===== config.mk =====
export PLATFORM = sky130hd
export DESIGN_NAME = burst_addr_gen
export DESIGN_NICKNAME = d
export VERILOG_FILES = /design/src/rtl/burst_addr_pkg.sv /design/src/rtl/burst_start_ctl.sv /design/src/rtl/burst_counter.sv /design/src/rtl/burst_base_reg.sv /design/src/rtl/burst_addr_gen.sv
export SDC_FILE = /design/constraint.sdc
export NUM_CORES = 1
export LEC_CHECK = 0
export BUFFER_PORTS_ARGS = -buffer_cell sky130_fd_sc_hd__buf_2
export CELL_PAD_IN_SITES_DETAIL_PLACEMENT = 2
export CELL_PAD_IN_SITES_GLOBAL_PLACEMENT = 2
export CORE_MARGIN = 4
export CORE_UTILIZATION = 31
export DETAILED_ROUTE_END_ITERATION = 8
export PLACE_DENSITY = 0.82
export SLEW_MARGIN = 20
export SYNTH_ARGS = -nofsm -noshare
export SYNTH_HDL_FRONTEND = slang
export SYNTH_SLANG_ARGS = --single-unit

===== constraint.sdc =====
create_clock -name clk_i -period 1.5 [get_ports clk_i]
set_clock_uncertainty 0.1 [all_clocks]
set_input_delay 0.15 -clock clk_i [delete_from_list [all_inputs] [get_ports clk_i]]
set_output_delay 0.15 -clock clk_i [all_outputs]
set_load 0.02 [all_outputs]

===== src/rtl/burst_addr_pkg.sv =====
package burst_addr_pkg;
  localparam int unsigned BEAT_W = 2;

  typedef enum logic {
    ORD_LINEAR     = 1'b0,
    ORD_INTERLEAVE = 1'b1
  } order_e;

  function automatic logic [BEAT_W-1:0] map_low(
    input order_e            ord,
    input logic [BEAT_W-1:0] start,
    input logic [BEAT_W-1:0] beat
  );
    if (ord == ORD_INTERLEAVE) return start ^ beat;
    return start + beat;
  endfunction
endpackage


===== src/rtl/burst_start_ctl.sv =====
module burst_start_ctl (
  input  logic ads_proc_ni,
  input  logic ads_ctrl_ni,
  input  logic ce_ni,
  input  logic adv_ni,
  output logic load_o,
  output logic step_o
);
  logic proc_go;

  // processor strobe is only honoured when the primary enable is active
  assign proc_go = ~ads_proc_ni & ~ce_ni;
  assign load_o  = proc_go | ~ads_ctrl_ni;
  assign step_o  = ~load_o & ~adv_ni;
endmodule


===== src/rtl/burst_counter.sv =====
module burst_counter #(
  parameter int unsigned W = 2
) (
  input  logic         clk_i,
  input  logic         rst_ni,
  input  logic         clr_i,
  input  logic         inc_i,
  output logic [W-1:0] cnt_o
);
  always_ff @(posedge clk_i or negedge rst_ni) begin
    if (!rst_ni)    cnt_o <= '0;
    else if (clr_i) cnt_o <= '0;
    else if (inc_i) cnt_o <= cnt_o + 1'b1;
  end
endmodule


===== src/rtl/burst_base_reg.sv =====
module burst_base_reg
  import burst_addr_pkg::*;
#(
  parameter int unsigned ADDR_W = 21
) (
  input  logic              clk_i,
  input  logic              rst_ni,
  input  logic              load_i,
  input  logic [ADDR_W-1:0] addr_i,
  input  logic              mode_i,
  output logic [ADDR_W-1:0] base_o,
  output order_e            ord_o
);
  always_ff @(posedge clk_i or negedge rst_ni) begin
    if (!rst_ni) begin
      base_o <= '0;
      ord_o  <= ORD_LINEAR;
    end else if (load_i) begin
      base_o <= addr_i;
      ord_o  <= order_e'(mode_i);
    end
  end
endmodule


===== src/rtl/burst_addr_gen.sv =====
module burst_addr_gen
  import burst_addr_pkg::*;
#(
  parameter int unsigned ADDR_W = 21
) (
  input  logic              clk_i,
  input  logic              rst_ni,
  input  logic [ADDR_W-1:0] addr_i,
  input  logic              ads_proc_ni,
  input  logic              ads_ctrl_ni,
  input  logic              adv_ni,
  input  logic              ce_ni,
  input  logic              mode_i,
  output logic [ADDR_W-1:0] addr_o
);
  localparam int unsigned HI_W = ADDR_W - BEAT_W;

  logic              load;
  logic              step;
  logic [BEAT_W-1:0] beat;
  logic [ADDR_W-1:0] base;
  order_e            ord;

  burst_start_ctl u_ctl (
    .ads_proc_ni (ads_proc_ni),
    .ads_ctrl_ni (ads_ctrl_ni),
    .ce_ni       (ce_ni),
    .adv_ni      (adv_ni),
    .load_o      (load),
    .step_o      (step)
  );

  burst_counter #(.W(BEAT_W)) u_cnt (
    .clk_i  (clk_i),
    .rst_ni (rst_ni),
    .clr_i  (load),
    .inc_i  (step),
    .cnt_o  (beat)
  );

  burst_base_reg #(.ADDR_W(ADDR_W)) u_base (
    .clk_i  (clk_i),
    .rst_ni (rst_ni),
    .load_i (load),
    .addr_i (addr_i),
    .mode_i (mode_i),
    .base_o (base),
    .ord_o  (ord)
  );

  // upper bits pass straight from the base register, no carry from the beat
  assign addr_o[ADDR_W-1:BEAT_W] = base[ADDR_W-1:BEAT_W];
  assign addr_o[BEAT_W-1:0]      = map_low(ord, base[BEAT_W-1:0], beat);

  if (HI_W < 1) begin : g_bad_width
    initial $error("ADDR_W must exceed BEAT_W");
  end
endmodule


==> results.toml <==
[floorplanning]
io_pins = 49
die-height_um = 67.5
dieArea_um2 = 4550
start_util_pct = 32.6
fp-row-count = 21
core_area_um2 = 3360
die_width_um = 67.5

[route]
drt-pass1-iter-count = 2
wl_per_cell_um = 15.4
drtAntennaViolNets = 0
via_count = 752
drt-total-wl_um = 2770
avgViaCountPerCell = 4.18
drc = 0
drtIter0Drc = 16

[clocking]
cts_inserted_buffers = 3
cts_tree = "done"
worstSkewPairLatency_ns = 0.31
cts_buffer_depth = 2
htree_num_levels = 1
cts_root_buf = "clkbuf_4"
clk_pin_slew_worst_paths_ns = 0.11
clock_sinks = 24

[timing]
final_hold_viol_count = 0
max_freq_mhz = 643
rsz0062_at_grt = "true"
holdWs_ns = 0.0326
finalSetupViolCount = 1
post-route-min-period_ns = 1.56
tightest_slew_ns = 0.542
maxSlewHeadroom_pct = 63.9
fin_ws_ns = -0.0563
min_period_over_period_pct = 104
drv_slew = 0

[global_routing]
use_met2_pct = 27.0
grt_pass1_wl_um = 4370
grt.busiest_layer = "met2"
grt_use_met3_pct = 2.66
antenna_found_initial = 0
grt_max_degree = 25
grt.met1_usage_pct = 12.6
gr-total-overflow = 0
grt_pass1_vias = 907
grt_usage_pct = 13.4

[logic_synthesis]
avgSynthCellArea_um2 = 14.2
netlist_top_cells_area = "dfrtp_1, mux2_2, buf_4"
ys_seq_area_share_pct = 54.8
yosysTopAreaCell = "dfrtp_1"
synth.distinct_cells = 11
synth_top_area_share_pct = 54.8
syn_nets = 106
synth_cells = 77
yosysWarnings = 0
yosys_register_bits = 24
synth.cell_area_um2 = 1100

[setup_path]
critPathArrivalTime_ns = 1.31
crit_type = "reg -> out"
cp_max_fo = 2
crit_path_end_kind = "output port"
worstSetupStartpointType = "flop"
cp.required_ns = 1.25

[status]
failed_checks = "setup timing"
status = "complete, but fails checks"

[pwr]
p_per_area_nw_per_um2 = 905
power.static_leakage_nw = 0.722
ir_worst_vdd_v = 0.000630

[placed_design]
placed_cells = 151
port_buffers = 48
hpwl_um = 1760
place_congestion = 0.674

[finish]
seqCellArea_um2 = 601
diodes = 0
area_growth_pct = 40.2
fin_nets = 165
drive_gt1_share_pct = 59.0
fin_cells = 180
fillers = 382
multi_input_area_um2 = 340

[job]
maxCapViolCount = 0

[hold_path]
worstHoldPathType = "in -> reg"
[flip-flops by register name, summed over array words and instances (netlist names)]
register,flops
u_cnt.cnt_o,2
u_base.ord_o,1
u_base.base_o,21
[cells by family after synthesis]
kind of cell	count (synthesis)	synth area share, %
and+or+nand+nor	5	2.51
adders and majority gates	1	1.14
buffers and inverters	21	15.1
muxes	22	22.6
xor gates and xnor gates	3	2.40
AOI/OAI and AO/OA	1	1.48
DFF	24	54.8
[where the power goes]
group          leakage (nW)  switching [mW]  total (mW)  internal (mW)
logic                 0.424           0.182       0.373          0.191
clock network        0.0138           0.180       0.274         0.0940
registers             0.284          0.0343       0.744          0.709
[timing repair]
| item | CTS | global route |
|---|---|---|
| pin swaps | 2 | 1 |
| resized for setup | 4 | 0 |
| hold buffers | 23 | 0 |
| hold endpoints to repair | 46 | 0 |
| buffers inserted | 1 | 2 |
| setup endpoints to repair | 1 | 2 |
[layout by cell type, fill, tap and decap left out, drive strengths merged]
master        n
nor2          1
buf          52
xnor2         3
ha            1
clkbuf        3
dlygate4sd3  23
o21ai         1
nor3          1
dfrtp        24
mux2         22
nor2b         3
[cell usage after synthesis]
cell     count
dfrtp_1     24
mux2_2      21
buf_4       19
nor2b_1      3
xnor2_1      3
buf_6        2
ha_1         1
mux2_1       1
nor2_1       1
nor3_1       1
o21ai_4      1
[stage by stage]
stage	power [mW]	instance area [µm²]	setup TNS, ns	utilization [%]	worst slack (ns)
floorplan	1.01	1100	0	-	0.197
global placement	1.05	1250	0	37.1	0.269
detailed placement	1.07	1250	0	37.1	0.232
CTS	1.41	1520	-0.0930	45.2	-0.0930
global route	1.48	1540	-0.142	45.7	-0.126
finish	1.39	1540	-0.0563	45.7	-0.0563
[metal layers]
metal / up-vias / share of wire [%]
met5: - / 0
met1: 375 / 32
met3: 5 / 4.0
met4: 0 / 1.8
met2: 21 / 62
li1: 351 / -
[cell type report]
type | instances | area share [%]
Tap cell | 46 | 3.75
Multi-Input combinational cell | 32 | 22.1
Clock buffer | 3 | 1.47
Sequential cell | 24 | 39.1
Timing Repair Buffer | 75 | 33.6
[worst max-delay path: stages, from the launching register on]
cell and delay, ns:
dfrtp_1 0.41, ha_2 0.19, nor2b_4 0.12, xnor2_1 0.12
buf_4 0.16
[path summary, 6_finish.rpt]
path | start | end | slack [ns] | cells past startpoint
max | u_base.base_o[0] | addr_o[1] | -0.06 | 4
min | adv_ni | u_cnt.cnt_o[0] | 0.03 | 3
max reg2reg | u_cnt.cnt_o[0] | u_cnt.cnt_o[1] | 0.22 | 5
min reg2reg | u_base.base_o[18] | u_base.base_o[18] | 0.41 | 1
max in group asynchronous | rst_ni | u_base.base_o[2] | 0.67 | 2
min in group asynchronous | rst_ni | u_base.base_o[17] | 0.27 | 2
(Power assumes the default switching activity.)
